**config.mk**
```make
export PLATFORM = sky130hd
export DESIGN_NAME = rrip_victim_sel
export DESIGN_NICKNAME = d
export VERILOG_FILES = /design/src/rtl/rrip_pkg.sv /design/src/rtl/rrip_row_max.sv /design/src/rtl/rrip_first_eq.sv /design/src/rtl/rrip_row_next.sv /design/src/rtl/rrip_victim_sel.sv
export SDC_FILE = /design/constraint.sdc
export NUM_CORES = 1
export LEC_CHECK = 0
export ABC_AREA = 1
export CAP_MARGIN = 10
export CORE_MARGIN = 2
export CORE_UTILIZATION = 53
export CTS_CLUSTER_DIAMETER = 100
export DETAILED_ROUTE_END_ITERATION = 10
export PLACE_DENSITY = 0.81
export SLEW_MARGIN = 20
export SYNTH_ARGS = -nofsm -noshare
export SYNTH_HDL_FRONTEND = slang
export SYNTH_SLANG_ARGS = --single-unit
export TNS_END_PERCENT = 50
```
**constraint.sdc**
```tcl
create_clock -name clk -period 13 [get_ports clk]
set_input_delay 1.95 -clock clk [delete_from_list [all_inputs] [get_ports clk]]
set_output_delay 1.95 -clock clk [all_outputs]
set_load 0.05 [all_outputs]
```
**src/rtl/rrip_pkg.sv**
```systemverilog
package rrip_pkg;

    // Hit promotion behaviour selected by the static mode pin
    typedef enum logic {
        PROMO_CLEAR = 1'b0,
        PROMO_DEC   = 1'b1
    } promo_e;

    // Index width that never collapses to zero bits
    function automatic int idx_bits(input int n);
        return (n > 1) ? $clog2(n) : 1;
    endfunction

endpackage

```
**src/rtl/rrip_row_max.sv**
```systemverilog
// Largest prediction value in one set
module rrip_row_max #(
    parameter int NUM_WAYS = 16,
    parameter int PV_BITS  = 2
) (
    input  logic [NUM_WAYS-1:0][PV_BITS-1:0] row_i,
    output logic [PV_BITS-1:0]               max_o
);
    always_comb begin
        max_o = '0;
        for (int w = 0; w < NUM_WAYS; w++) begin
            if (row_i[w] > max_o) begin
                max_o = row_i[w];
            end
        end
    end
endmodule

```
**src/rtl/rrip_first_eq.sv**
```systemverilog
// Lowest-index way whose value equals the key
module rrip_first_eq #(
    parameter int NUM_WAYS = 16,
    parameter int PV_BITS  = 2,
    parameter int IDX_W    = 4
) (
    input  logic [NUM_WAYS-1:0][PV_BITS-1:0] row_i,
    input  logic [PV_BITS-1:0]               key_i,
    output logic [IDX_W-1:0]                 idx_o
);
    always_comb begin
        idx_o = '0;
        for (int w = NUM_WAYS - 1; w >= 0; w--) begin
            if (row_i[w] == key_i) begin
                idx_o = IDX_W'(w);
            end
        end
    end
endmodule

```
**src/rtl/rrip_row_next.sv**
```systemverilog
// Next contents of one set after a hit or a miss
module rrip_row_next #(
    parameter int NUM_WAYS = 16,
    parameter int PV_BITS  = 2,
    parameter int IDX_W    = 4
) (
    input  logic [NUM_WAYS-1:0][PV_BITS-1:0] row_i,
    input  logic                             is_hit_i,
    input  logic [IDX_W-1:0]                 hit_way_i,
    input  rrip_pkg::promo_e                 promo_i,
    input  logic [PV_BITS-1:0]               step_i,
    input  logic [IDX_W-1:0]                 vict_i,
    input  logic [PV_BITS-1:0]               ins_i,
    output logic [NUM_WAYS-1:0][PV_BITS-1:0] row_o
);
    import rrip_pkg::*;

    for (genvar w = 0; w < NUM_WAYS; w++) begin : g_way
        localparam logic [IDX_W-1:0] MY_IDX = IDX_W'(w);
        logic [PV_BITS-1:0] cur_v;
        logic [PV_BITS-1:0] promo_v;

        assign cur_v = row_i[w];

        always_comb begin
            if (promo_i == PROMO_DEC && cur_v != '0) begin
                promo_v = cur_v - PV_BITS'(1);
            end else begin
                promo_v = '0;
            end
        end

        always_comb begin
            if (is_hit_i) begin
                row_o[w] = (hit_way_i == MY_IDX) ? promo_v : cur_v;
            end else if (vict_i == MY_IDX) begin
                row_o[w] = ins_i;
            end else begin
                // never wraps: step is at most max minus the largest value
                row_o[w] = cur_v + step_i;
            end
        end
    end
endmodule

```
**src/rtl/rrip_victim_sel.sv**
```systemverilog
module rrip_victim_sel #(
    parameter int  NUM_WAYS = 16,
    parameter int  SET_BITS = 4,
    parameter int  PV_BITS  = 2,
    localparam int WAY_W    = rrip_pkg::idx_bits(NUM_WAYS),
    localparam int NUM_SETS = 1 << SET_BITS
) (
    input  logic                clk,
    input  logic                rst_n,
    input  logic                req_valid,
    input  logic                req_hit,
    input  logic [WAY_W-1:0]    req_way,
    input  logic [SET_BITS-1:0] req_set,
    input  logic                freq_mode,
    input  logic                ins_ovr_en,
    input  logic [PV_BITS-1:0]  ins_pv,
    output logic                vict_valid,
    output logic [WAY_W-1:0]    vict_way,
    output logic [PV_BITS-1:0]  vict_pv
);
    import rrip_pkg::*;

    localparam logic [PV_BITS-1:0] PV_MAX  = '1;
    localparam logic [PV_BITS-1:0] PV_DFLT = PV_MAX - PV_BITS'(1);

    typedef logic [NUM_WAYS-1:0][PV_BITS-1:0] row_t;

    typedef struct packed {
        logic                    s1_vld;
        logic                    s1_hit;
        logic [WAY_W-1:0]        s1_way;
        logic [SET_BITS-1:0]     s1_set;
        logic [PV_BITS-1:0]      s1_ins;
        logic                    o_vld;
        logic [WAY_W-1:0]        o_way;
        logic [PV_BITS-1:0]      o_pv;
        row_t [NUM_SETS-1:0]     tab;
    } st_t;

    st_t st_d, st_q;

    row_t               cur_row;
    row_t               nxt_row;
    logic [PV_BITS-1:0] row_max;
    logic [PV_BITS-1:0] age_step;
    logic [WAY_W-1:0]   vict_idx;
    promo_e             promo;

    assign promo    = promo_e'(freq_mode);
    assign cur_row  = st_q.tab[st_q.s1_set];
    assign age_step = PV_MAX - row_max;

    rrip_row_max #(
        .NUM_WAYS (NUM_WAYS),
        .PV_BITS  (PV_BITS)
    ) i_max (
        .row_i (cur_row),
        .max_o (row_max)
    );

    // after aging, the ways holding the pre-aging largest value sit at max
    rrip_first_eq #(
        .NUM_WAYS (NUM_WAYS),
        .PV_BITS  (PV_BITS),
        .IDX_W    (WAY_W)
    ) i_scan (
        .row_i (cur_row),
        .key_i (row_max),
        .idx_o (vict_idx)
    );

    rrip_row_next #(
        .NUM_WAYS (NUM_WAYS),
        .PV_BITS  (PV_BITS),
        .IDX_W    (WAY_W)
    ) i_next (
        .row_i     (cur_row),
        .is_hit_i  (st_q.s1_hit),
        .hit_way_i (st_q.s1_way),
        .promo_i   (promo),
        .step_i    (age_step),
        .vict_i    (vict_idx),
        .ins_i     (st_q.s1_ins),
        .row_o     (nxt_row)
    );

    always_comb begin
        st_d        = st_q;
        // stage 1: capture the event
        st_d.s1_vld = req_valid;
        st_d.s1_hit = req_hit;
        st_d.s1_way = req_way;
        st_d.s1_set = req_set;
        st_d.s1_ins = ins_ovr_en ? ins_pv : PV_DFLT;
        // stage 2: update the set and publish the victim
        st_d.o_vld  = st_q.s1_vld && !st_q.s1_hit;
        st_d.o_way  = vict_idx;
        st_d.o_pv   = st_q.s1_ins;
        if (st_q.s1_vld) begin
            st_d.tab[st_q.s1_set] = nxt_row;
        end
    end

    always_ff @(posedge clk) begin
        if (!rst_n) begin
            st_q     <= '0;
            st_q.tab <= '1;
        end else begin
            st_q     <= st_d;
        end
    end

    assign vict_valid = st_q.o_vld;
    assign vict_way   = st_q.o_way;
    assign vict_pv    = st_q.o_pv;


    vict_latency_chk: assert property (@(posedge clk) disable iff (!rst_n)
        vict_valid |-> $past(req_valid && !req_hit, 2));


    vict_is_max_chk: assert property (@(posedge clk) disable iff (!rst_n)
        (st_q.s1_vld && !st_q.s1_hit) |-> (cur_row[vict_idx] == row_max));


    ins_written_chk: assert property (@(posedge clk) disable iff (!rst_n)
        st_q.o_vld |-> (st_q.tab[$past(st_q.s1_set)][st_q.o_way] == st_q.o_pv));


    hit_clear_chk: assert property (@(posedge clk) disable iff (!rst_n)
        (st_q.s1_vld && st_q.s1_hit && !freq_mode)
        |=> (st_q.tab[$past(st_q.s1_set)][$past(st_q.s1_way)] == '0));


    hit_dec_chk: assert property (@(posedge clk) disable iff (!rst_n)
        (st_q.s1_vld && st_q.s1_hit && freq_mode)
        |=> (st_q.tab[$past(st_q.s1_set)][$past(st_q.s1_way)] ==
             (($past(cur_row[st_q.s1_way]) == '0) ? '0
                 : ($past(cur_row[st_q.s1_way]) - PV_BITS'(1)))));

endmodule

```
### After elaboration in Yosys (flattened, before gate mapping)

Cells that the tools add are included.

| operators by class | value |
|---|---|
| add/sub/neg operators | 33 |
| muxes and demuxes | 102 |
| reduce and logical (&&, ||, !) cells | 38 |
| $lt $le $gt $ge | 18 |
| equal/unequal tests | 46 |

Operators by type and width:

| operator | count |
|---|---|
| bitwise mux 512 bit | 1 |
| 2-to-1 mux 2 bit | 81 |
| binary-select mux 32 bit (select 4 bit) | 1 |
| demux 32 bit (select 4 bit) | 1 |
| == test 4 bit (second input constant) | 16 |
| 2-to-1 mux 32 bit | 2 |
| 2-to-1 mux 4 bit | 16 |
| adder 2 bit | 16 |
| == test 2 bit | 16 |
| == test 4 x 3 -> 1 bit (second input constant) | 8 |
| nonzero test 2 bit | 16 |
| subtractor 2 x 1 -> 2 bit (second input constant) | 16 |
| > comparator 2 bit | 15 |
| logical AND 1 bit | 18 |
| == test 4 x 2 -> 1 bit (second input constant) | 4 |
| == test 4 x 1 -> 1 bit (second input constant) | 2 |
| logical NOT 4 bit | 2 |
| < comparator 4 x 5 -> 1 bit (second input constant) | 1 |
| >= comparator 4 x 1 -> 1 bit (second input constant) | 1 |
| > comparator 2 x 1 -> 1 bit (second input constant) | 1 |
| AND reduction 2 bit | 1 |
| subtractor 2 bit (first input constant) | 1 |
| logical NOT 1 bit | 1 |

| storage, ports and cells | value |
|---|---|
| input port bits | 16 |
| register bits after elaboration | 531 |
| word-level logic and storage cells | 502 |
| output and inout port bits | 7 |

### Longest topological paths before layout

| logic depth | value |
|---|---|
| word-level depth | 55 |
| depth in mapped cells | 132 |
| mapped depth without buffers | 128 |

### By module

Synthesis repeated with hierarchy kept, for this count alone.

| unflattened totals | value |
|---|---|
| cells, all modules | 4,750 |
| area, all modules | 28,811.4 µm² |

Modules (own cells, without submodules):

| module | cells an instance | instances | seq. area each (µm²) | area an instance (µm²) |
|---|---|---|---|---|
| rrip_victim_sel | 3,920 | 1 | 10,630.2 | 24,249.5 |
| rrip_row_next | 553 | 1 | 0.0 | 2,587.5 |
| rrip_row_max | 172 | 1 | 0.0 | 1,355.0 |
| rrip_first_eq | 105 | 1 | 0.0 | 619.3 |

### Least setup slack after synthesis

Ideal clock, no wire load.

| path | value |
|---|---|
| path kind | register to register |
| from | register st_q[522] (netlist bit) |
| to | register st_q[78] (netlist bit) |
| clock period less this slack | 13,869 ps |
| slack | -869 ps |
| cell stages (with the launch flop) | 126 |
| library setup time | 115 ps |
| path buffers | 6 |
| arrival | 13,754 ps |
| data required time | 12,885 ps |
| cells stage by stage | dfxtp_1 -> buf_6 -> nand2_2 -> inv_2 -> buf_6 -> buf_6 -> buf_6 -> a22oi_1 -> a21oi_1 -> nor4_4 -> ha_1 -> inv_1 -> o21ai_0 -> inv_1 -> ha_1 -> nand2_1 -> o21a_1 -> nand2_1 -> (+90 left out) -> nand2_1 -> nand2_1 -> nand2_1 -> nand2_1 -> nand2_1 -> nand2_1 -> nand2_1 -> nand2_1 -> nand2_1 -> nand2_2 -> a21boi_2 -> buf_4 -> nand4_1 -> nand3_1 -> nand2_1 -> buf_2 -> nand2_1 -> nand2_1 |

| between the ends | value |
|---|---|
| cells in the longest elaborated chain, start to end | 55 |
| elaborated cells on any way between the ends | 82 |

Ends and longest elaborated chain:

| element | RTL line | RTL |
|---|---|---|
| start: declaration | rrip_victim_sel.sv:40 | `st_t st_d, st_q;` |
| start signal: assignment | rrip_victim_sel.sv:109 | `st_q <= st_d;` |
| binary-select mux 32 bit (select 4 bit) | rrip_victim_sel.sv:50 | `assign cur_row = st_q.tab[st_q.s1_set];` |
| 2-to-1 mux 32 bit (not written as such) | rrip_victim_sel.sv:50 |  |
| > comparator 2 x 1 -> 1 bit | rrip_row_max.sv:12 | `if (row_i[w] > max_o) begin` |
| 2-to-1 mux 2 bit | rrip_row_max.sv:12 |  |
| > comparator 2 bit | rrip_row_max.sv:12 |  |
| 2-to-1 mux 2 bit | rrip_row_max.sv:12 |  |
| > comparator 2 bit | rrip_row_max.sv:12 |  |
| 2-to-1 mux 2 bit | rrip_row_max.sv:12 |  |
| (+24 left out) | -- |  |
| > comparator 2 bit | rrip_row_max.sv:12 |  |
| 2-to-1 mux 2 bit | rrip_row_max.sv:12 |  |
| == test 2 bit | rrip_first_eq.sv:14 | `if (row_i[w] == key_i) begin` |
| 2-to-1 mux 4 bit (16 in a row) | rrip_first_eq.sv:14 |  |
| == test 4 x 3 -> 1 bit | rrip_row_next.sv:36 | `end else if (vict_i == MY_IDX) begin` |
| 2-to-1 mux 2 bit | rrip_row_next.sv:36 |  |
| 2-to-1 mux 2 bit | rrip_row_next.sv:34 | `if (is_hit_i) begin` |
| bitwise mux 512 bit (*) | rrip_victim_sel.sv:100 | `st_d.tab[st_q.s1_set] = nxt_row;` |

Every way passes the cells marked *; elsewhere a longest branch is shown, timed or not. The select of a mux whose other input is x is not followed.
A chain may end at the register's enable or synchronous reset.

### Final worst setup path

| path | value |
|---|---|
| from | register st_q[522] (netlist bit) |
| to | register st_q[17] (netlist bit) |

| between the ends | value |
|---|---|
| cells in the longest elaborated chain, start to end | 55 |
| elaborated cells on any way between the ends | 82 |

Ends and longest elaborated chain:

| element | RTL line |
|---|---|
| binary-select mux 32 bit (select 4 bit) | rrip_victim_sel.sv:50 |
| 2-to-1 mux 32 bit (not written as such) | rrip_victim_sel.sv:50 |
| > comparator 2 x 1 -> 1 bit | rrip_row_max.sv:12 |
| 2-to-1 mux 2 bit | rrip_row_max.sv:12 |
| > comparator 2 bit | rrip_row_max.sv:12 |
| 2-to-1 mux 2 bit | rrip_row_max.sv:12 |
| > comparator 2 bit | rrip_row_max.sv:12 |
| 2-to-1 mux 2 bit | rrip_row_max.sv:12 |
| (+24 left out) | -- |
| > comparator 2 bit | rrip_row_max.sv:12 |
| 2-to-1 mux 2 bit | rrip_row_max.sv:12 |
| == test 2 bit | rrip_first_eq.sv:14 |
| 2-to-1 mux 4 bit (16 in a row) | rrip_first_eq.sv:14 |
| == test 4 bit | rrip_row_next.sv:36 |
| 2-to-1 mux 2 bit | rrip_row_next.sv:36 |
| 2-to-1 mux 2 bit | rrip_row_next.sv:34 |
| bitwise mux 512 bit (*) | rrip_victim_sel.sv:100 |

Marks and branches as above.

==> results.json <==
{
  "timing.critical_path.arrival_ns": 14.79,
  "synth.lib_cells_used.distinct": 56,
  "postRouteAntennaNets": 0,
  "avg_vias_per_cell": 6.10,
  "crit-reg2reg-launch": "st_q[522]$_SDFF_PN0_",
  "ys_top_cells_by_area": "sky130_fd_sc_hd__dfxtp_1 (41%), sky130_fd_sc_hd__nand2_1 (22%), sky130_fd_sc_hd__a21oi_1 (10%), sky130_fd_sc_hd__a22oi_1 (4.5%), sky130_fd_sc_hd__ha_1 (3.7%)",
  "drtPass1Iterations": 6,
  "die-area_um2": 51200,
  "crit_required_ns": 13.50,
  "hold_path.class": "reg -> reg",
  "start_kind": "register",
  "routed-via-count": 27300,
  "final.hold.worst_slack_ns": 0.454,
  "avgRoutedWirePerCell_um": 21.3,
  "timing_worst_setup_path_type": "reg -> reg",
  "grt_start_max_net_pins": 262,
  "tritoncts_clock_tree": "yes",
  "power-per-cell-area_nw_per_um2": 252,
  "placement_rows": 81,
  "cap_viol_max_count": 0,
  "irDropWorstVdd_v": 0.000234,
  "outcome": "finished, violations left",
  "report.final.setup_viol": 516,
  "combinationalPowerShare_pct": 59.7,
  "antennaDiodeCount": 0,
  "report.final.hold_viol_count": 0,
  "antenna_violations_before_repair": 0,
  "max_freq_mhz": 70.0,
  "crit_path_top_delay_cell": "sky130_fd_sc_hd__dfxtp_4",
  "switching_share_pct": 42.1,
  "worst_setup_path_startpoint": "st_q[522]$_SDFF_PN0_",
  "synth_largest_area_cell": "sky130_fd_sc_hd__dfxtp_1",
  "yosysSeqAreaShare_pct": 40.6,
  "layout.cell_area.non_filler_um2": 31400,
  "layout_worst_path_cycle_share_pct": 110,
  "ys_ff_latch": 531,
  "fin_skew_ns": 0.0266,
  "grt-ovfl-total": 0,
  "critPathMaxFanout": 8,
  "post_route_total_power_w": 0.00791,
  "max_buffers_root_to_sink": 3,
  "layout.cells.most_common": "sky130_fd_sc_hd__nand2_1",
  "place.detailed.instances": 4295,
  "cts_made_buffers": 54,
  "drt_drc_violations_left": 0,
  "cts_root_buffer": "sky130_fd_sc_hd__clkbuf_16",
  "final-max-slew-violation-count": 0,
  "layout.cells.most_common_list": "sky130_fd_sc_hd__nand2_1 (1425), sky130_fd_sc_hd__dfxtp_1 (529), sky130_fd_sc_hd__a21oi_1 (522), sky130_fd_sc_hd__buf_4 (236), sky130_fd_sc_hd__a22oi_1 (154)",
  "dp.final_hpwl_mm": 52.1,
  "synthesis.area_per_instance_um2": 7.12,
  "global_routing_usage_summed_across_all_routing_layers_pct": 35.8,
  "finalWeightedCongestion": 0.977,
  "synth_top_area_share_pct": 40.6,
  "synth_ff_type": "sky130_fd_sc_hd__dfxtp_1",
  "tritoncts_num_sinks": 531,
  "rsz_0062_raised_after_global_routing": "yes",
  "slowest_delay_ns": 0.42,
  "synthCells": 3676,
  "ctsHoldBuffers": 0,
  "port_buffers": 22,
  "failed_checks": "setup timing",
  "synth_area_um2": 26200,
  "htreeDepth": 2,
  "p_r_area_growth_vs_syn_pct": 20.1,
  "final_non_filler_cell_total": 4477,
  "layout_setup_ws_ns": -1.29,
  "floorplan.initialDensity_pct": 53.6,
  "detail_route.iter0.violations": 4715,
  "fp.coreArea_um2": 48800,
  "drive_above_1_share_pct": 18.6,
  "critPathMostFrequentCell": "sky130_fd_sc_hd__nand2_1",
  "dieWidth_um": 226,
  "die_height_um": 226,
  "totalWireLength_mm": 95.3,
  "placedInstanceArea_um2": 28100,
  "grt_pass1_wl_mm": 142,
  "nets": 3864,
  "count_of_flip_flops_with_a_built_in_enable_after_synthesis": 0,
  "synth.net_count": 3770,
  "dp_worst_setup_slack_ns": -1.02,
  "timing_worst_slew_pin_value_ns": 1.17,
  "static-leakage-power_nw": 12.1,
  "capturing_element_type_of_the_critical_path": "register",
  "seq_power_share_pct": 21.1,
  "net_load_switching_power_w": 0.00333,
  "minimum_clock_period_ns": 14.29,
  "synth_warnings": 0,
  "clock_pin_slew_reported_for_the_worst_setup_and_hold_paths_after_clock_tree_synthesis_ns": 0.07,
  "vias_in_the_first_global_route": 25000,
  "insertion_delay_ns": 0.63,
  "design.portCount": 23,
  "power_frac_clock_pct": 19.1,
  "synth_async_sr_flop_share_pct": 0,
  "slew_headroom_pct": 22.2,
  "worstHoldStart": "st_d[513]$_SDFF_PN0_",
  "internal_power_w": 0.00458
}
-- through the flow --
stage	TNS (ns)	util (%)
floorplan	-251.19	-
global placement	-319.86	57.4
detailed placement	-464.57	57.4
CTS	-327.74	62.9
global route	-977.94	64.3
finish	-604.89	64.3
-- Yosys cell counts, types with 16 or more instances --
cell type / count
sky130_fd_sc_hd__buf_6: 37
sky130_fd_sc_hd__nor2_1: 85
sky130_fd_sc_hd__nand2_1: 1540
sky130_fd_sc_hd__nand3_1: 56
sky130_fd_sc_hd__o21ai_0: 16
sky130_fd_sc_hd__buf_2: 46
sky130_fd_sc_hd__dfxtp_1: 531
sky130_fd_sc_hd__xor2_1: 18
sky130_fd_sc_hd__buf_4: 25
sky130_fd_sc_hd__a31o_2: 23
sky130_fd_sc_hd__clkbuf_1: 163
sky130_fd_sc_hd__ha_1: 78
sky130_fd_sc_hd__inv_1: 125
sky130_fd_sc_hd__a21oi_1: 523
sky130_fd_sc_hd__nand4_1: 63
sky130_fd_sc_hd__a22oi_1: 158
sky130_fd_sc_hd__nand2_2: 26
-- layout make-up --
type                       instances  area (um^2)
fill                            4032        17400
multi-input combinational       2735        14700
sequential                       531        10600
timing repair buffer             312         2980
clock buffer                      81         1560
tap                              664          831
inverter                         136          543
clock inverter                    18          125
-- metal layers --
| metal | up-vias | routed length [um] | GRT usage [%] |
|---|---|---|---|
| li1 | 12200 | - | - |
| met4 | 0 | 5110 | 17.1 |
| met5 | - | 0 | 0 |
| met2 | 2043 | 40200 | 53.5 |
| met1 | 12600 | 36500 | 48.3 |
| met3 | 403 | 13500 | 8.85 |
-- flip-flops by register name, summed over array words and instances, names as in the netlist --
register and flops:
st_d 2, st_q 522, vict_pv 2, vict_valid 1, vict_way 4
-- repair_timing --
action,CTS,global route
buffers inserted,61,16
cloned,6,5
pin swaps,44,86
resized for setup,98,123
setup endpoints to repair,516,516
-- critical path: cells and delay by family (launching register included) --
| kind | cells | cell delay [ns] |
|---|---|---|
| fa+ha+maj | 14 | 3.44 |
| buf+inv | 30 | 2.96 |
| flops | 1 | 0.42 |
| compound gates | 15 | 2.00 |
| simple gates | 57 | 5.27 |
-- kinds of logic (layout without fill, tap and decap cells) --
family	count (synthesis)	count (layout)	synth area share, %
simple gates	1829	1835	28.7
buf+inv	416	547	7.69
xor+xnor	28	28	1.14
fa+ha+maj	78	78	3.73
compound gates	794	794	18.1
flops	531	531	40.6
-- path summary, 6_finish.rpt --
check | slack, ns | endpoint | cells past startpoint
worst max register to register | -1.29 | st_q[17]$_SDFFE_PN1P_ | 116
worst min register to register | 0.45 | vict_pv[1]$_SDFF_PN0_ | 2
worst min-delay path | 0.45 | vict_pv[1]$_SDFF_PN0_ | 2
worst max-delay path | -1.29 | st_q[17]$_SDFFE_PN1P_ | 116
-- power by group through the flow --
stage	Clock [W]	Combinational (W)	Sequential, W
after floorplan	0	0.00215	0.00170
after global placement	0	0.00339	0.00171
after detailed placement	0	0.00340	0.00171
after CTS	0.00151	0.00414	0.00167
after global routing	0.00158	0.00493	0.00168
final	0.00152	0.00472	0.00167
Note: power is estimated with default switching activity, not from simulation.
